File: config.mk
export PLATFORM = sky130hd
export DESIGN_NAME = adc_tpg
export DESIGN_NICKNAME = d
export VERILOG_FILES = /design/src/rtl/adc_tpg.sv
export SDC_FILE = /design/constraint.sdc
export NUM_CORES = 1
export LEC_CHECK = 0
export BUFFER_PORTS_ARGS = -buffer_cell sky130_fd_sc_hd__buf_2
export CORE_UTILIZATION = 40
export DETAILED_ROUTE_END_ITERATION = 16
export PLACE_DENSITY = 0.72
export SKIP_CTS_REPAIR_TIMING = 1
export SLEW_MARGIN = 20
export SYNTH_ARGS = -nofsm -noshare
export SYNTH_HDL_FRONTEND = slang
export SYNTH_SLANG_ARGS = --single-unit
File: constraint.sdc
create_clock -name clk -period 1.8 [get_ports clk]
set_input_delay 0.36 -clock clk [delete_from_list [all_inputs] [get_ports clk]]
set_output_delay 0.36 -clock clk [all_outputs]
set_load 0.01 [all_outputs]
File: src/rtl/adc_tpg.sv
module adc_tpg #(
  parameter int DW        = 11,
  parameter int HI_W      = 8,
  parameter int STEP_LOG2 = 3
) (
  input  logic            clk,
  input  logic            rst,
  input  logic [DW-1:0]   sample_in,
  input  logic [2:0]      mode_sel,
  input  logic [HI_W-1:0] cust_hi,
  input  logic [7:0]      cust_lo,
  output logic [DW-1:0]   data_out
);

  localparam int LO_W = DW - HI_W;
  localparam int ALT_W = 2 * ((DW + 1) / 2);
  localparam logic [ALT_W-1:0] ALT_FULL = {((DW + 1) / 2){2'b01}};
  localparam logic [DW-1:0] PAT_A = ALT_FULL[DW-1:0];
  localparam logic [DW-1:0] PAT_B = ~PAT_A;

  localparam logic [2:0] M_ZERO = 3'b001;
  localparam logic [2:0] M_ONE  = 3'b010;
  localparam logic [2:0] M_ALT  = 3'b011;
  localparam logic [2:0] M_RAMP = 3'b100;
  localparam logic [2:0] M_CUST = 3'b101;

  logic [DW-1:0]        ramp_q;
  logic [STEP_LOG2-1:0] pre_q;
  logic                 ph_q;
  logic [DW-1:0]        nxt;

  wire in_ramp = (mode_sel == M_RAMP);
  wire in_alt  = (mode_sel == M_ALT);
  wire [DW-1:0] cust_word = {cust_hi, cust_lo[7 -: LO_W]};

  always_comb begin
    case (mode_sel)
      M_ZERO:  nxt = '0;
      M_ONE:   nxt = '1;
      M_ALT:   nxt = ph_q ? PAT_B : PAT_A;
      M_RAMP:  nxt = ramp_q;
      M_CUST:  nxt = cust_word;
      default: nxt = sample_in;
    endcase
  end

  always_ff @(posedge clk) begin
    if (rst) begin
      data_out <= '0;
      ramp_q   <= '0;
      pre_q    <= '0;
      ph_q     <= 1'b0;
    end else begin
      data_out <= nxt;
      ph_q     <= in_alt ? ~ph_q : 1'b0;
      if (in_ramp) begin
        pre_q <= pre_q + 1'b1;
        if (&pre_q) ramp_q <= ramp_q + 1'b1;
      end else begin
        pre_q  <= '0;
        ramp_q <= '0;
      end
    end
  end

endmodule


==> summary.txt <==
Setup path
  • CP peak stage delay: 530 ps
  • CP Cell Sequence: ha_1 > ha_1 > nand4_4 > or4_1 > a21oi_1
  • Top delay family on crit path: simple AND/OR/NAND/NOR gates
  • Buffer and inverter count on the worst path: 0
  • CP Launch Type: register
  • Worst path arrival time: between 1500 and 2000 ps
  • Largest fanout on the critical path: 12
  • CP max stage cell: or4_1
  • CP dominant cell by count: ha_1
  • WS Path Type: register to register
  • Critical Path Sink Type: register
  • WP data required: 2060 ps

Timing
  • Fin Setup TNS: 0 ps
  • Final slew viol count: 0
  • Slew HR: between 60% and 70%
  • Final Hold Vio Count: 0
  • RSZ-0062 raised after global routing: false
  • Tcrit/Tclk final: 89.9%
  • Worst Max-Slew Pin Slew: 465 ps
  • Worst clock skew: around 7.4 ps
  • Period minus WS final: around 1600 ps
  • Max Fclk: between 600 and 700 MHz
  • Setup violations, final: 0
  • WHS: approximately 310 ps

Floorplan
  • Starting Density: a little over two fifths
  • Row cnt: 20
  • Die area: ~3500 um2
  • I/O pins: 43
  • Core area: around 3100 um2
  • Die H: approximately 60 um
  • Die width: 59.3 um

Run
  • Max_cap viols: 0

Yosys
  • Synthesized area per cell: between 9 and 10 um2
  • Top area cells in the synthesized netlist: dfxtp_1, mux2i_1, a2111oi_0
  • Syn Nets: 180
  • Cell with the most instances after synthesis: dfxtp_1
  • Post-synth EDFFs: 0
  • Synth Warn #: 0
  • Post-Syn Area: between 1000 and 1500 um2
  • Gate Count Post-Synth: around 150
  • Distinct cell type count after synthesis: 31
  • Top FF cell, synth: dfxtp_1
  • Share of the yosys chip area belonging to registers: about two fifths
  • Yosys reg bits: 26
  • Top cells by count, synth: dfxtp_1, nor2_1, a21oi_1
  • Top cell type by total area after synthesis: dfxtp_1
  • Asr flop ratio synth: 0%
  • Post-synth top area share: between 30% and 40%

Power and ir drop
  • Sw frac: approximately a quarter
  • Total Power: approximately 1.0 mW
  • Pleak: 0.641 nW
  • P_sw: 255 uW
  • Clock Power Share: approximately 25%
  • PwrDens: between 600 and 700 nW/um2
  • Peak supply drop: about 0.23 mV
  • P_int: 747 uW
  • Flop pwr share: 60.0%
  • Combinational group share of total power: 15.3%

Clock network
  • Worst skew pair latency: 320 ps
  • CTS root buf: clkbuf_4
  • Total CTS buffers: 3
  • CTS H-tree lvls: 1
  • Max Root-Sink Buffers: 2
  • Clock sink count: 26
  • Clock slew at reported path FFs: ~140 ps
  • CTS tree: yes

Global routing
  • GRT Resource Usage Total: 18.7%
  • Pin count of the biggest net entering global routing: 24
  • Vias in the first global route: 1,188
  • Global-route wire length before repair: between 5 and 6 mm
  • Initial antenna violation count: 0
  • GRT Residual Overflow: 0

Layout
  • Area occupied by multi-input gates: about 730 um2
  • Final Net Count: around 210
  • N_diodes: 0
  • FF+latch area: 520 um2
  • Share of cells above drive strength 1: between 20% and 30%
  • Layout area overhead: 17.9%
  • Fillers: ~310

Drt
  • DRT iter0 DRCs: 86
  • Post-route ant nets: 0
  • Remaining routing DRC violations: 0
  • DR vias: about 1,200
  • WL/cell: roughly 13 um
  • DRT Pass-1 Iters: 4
  • Final WL: 2.93 mm
  • Vias per cell: ~5.6

Hold path
  • HP Class: primary input to register

Placement
  • GP Congestion: a little under 0.8
  • Buffers on Ports: 37
  • Final HPWL DP: 2.22 mm

Outcome
  • Status: finished, final reports clean
-- cells in the final DEF, fill, tap and decap left out, drive strengths merged --
cell type	Yosys	layout
a2111oi	10	10
a21oi	16	16
a221oi	1	1
and2	2	2
and4b	1	1
buf	7	41
clkbuf	5	3
dfxtp	26	26
ha	3	3
inv	1	1
mux2i	12	12
nand2	5	5
nand3	2	2
nand3b	1	1
nand4	4	4
nor2	18	18
nor2b	2	2
nor4b	1	1
o21a	10	10
o21ai	2	2
o21bai	1	1
o22ai	1	1
o31ai	4	4
or3	2	2
or4	4	4
xnor2	1	1
xor2	3	3
-- kinds of logic after synthesis --
| family | share of synthesized area, % |
|---|---|
| DFF | 39.7 |
| buffers and inverters | 5.34 |
| adders and majority gates | 2.86 |
| and+or+nand+nor | 17.1 |
| muxes | 9.15 |
| AOI/OAI and AO/OA | 23.3 |
| xor gates and xnor gates | 2.67 |
-- final timing paths --
path	start	endpoint	slack (ps)	cells past startpoint
worst max-delay path	pre_q[0]	ramp_q[10]	180	5
worst min-delay path	sample_in[6]	data_out[6]	310	3
worst max register to register	pre_q[0]	ramp_q[10]	180	5
worst min register to register	pre_q[0]	pre_q[0]	430	1
-- stage by stage --
step / worst slack, ps / instance area (um2) / utilization (%) / std cells
final: 182 / 1550 / 50.3 / 221
after global routing: 26.2 / 1550 / 50.3 / 221
after CTS: 116 / 1540 / 50.0 / 221
after detailed placement: 132 / 1520 / 49.3 / 218
after global placement: 166 / 1520 / 49.3 / 218
after floorplan: 178 / 1310 / - / 145
-- sequential cells by signal (all words and copies together), names as in the netlist --
name and count:
data_out 11, ph_q 1, pre_q 3, ramp_q 11
-- worst min-delay path: stages --
cell	delay [ps]
buf_2	100
nor2_1	80
a2111oi_0	60
-- power groups by stage --
stage | sequential, mW | clock, mW | combinational, mW
global placement | 0.614 | 0 | 0.150
finish | 0.601 | 0.248 | 0.153
CTS | 0.602 | 0.250 | 0.154
global route | 0.604 | 0.276 | 0.173
detailed placement | 0.614 | 0 | 0.154
floorplan | 0.626 | 0 | 0.0788
-- final cells by class --
type                    instances  share of cell area [%]
well taps                      44                    3.56
clock buffers                   3                    1.46
flip-flops and latches         26                    33.6
repair buffers                 41                    13.9
inverters                       1                   0.243
multi-input cells             106                    47.2
-- per-layer routing --
metal | part of all wire [%] | up-vias | GRT usage [%]
met3 | 5.8 | 6 | 4.15
met1 | 44 | 584 | 22.2
met2 | 49 | 41 | 32.4
met5 | 0 | - | 0
li1 | - | 604 | -
met4 | 1.3 | 0 | 7.48
(Power assumes the default switching activity.)
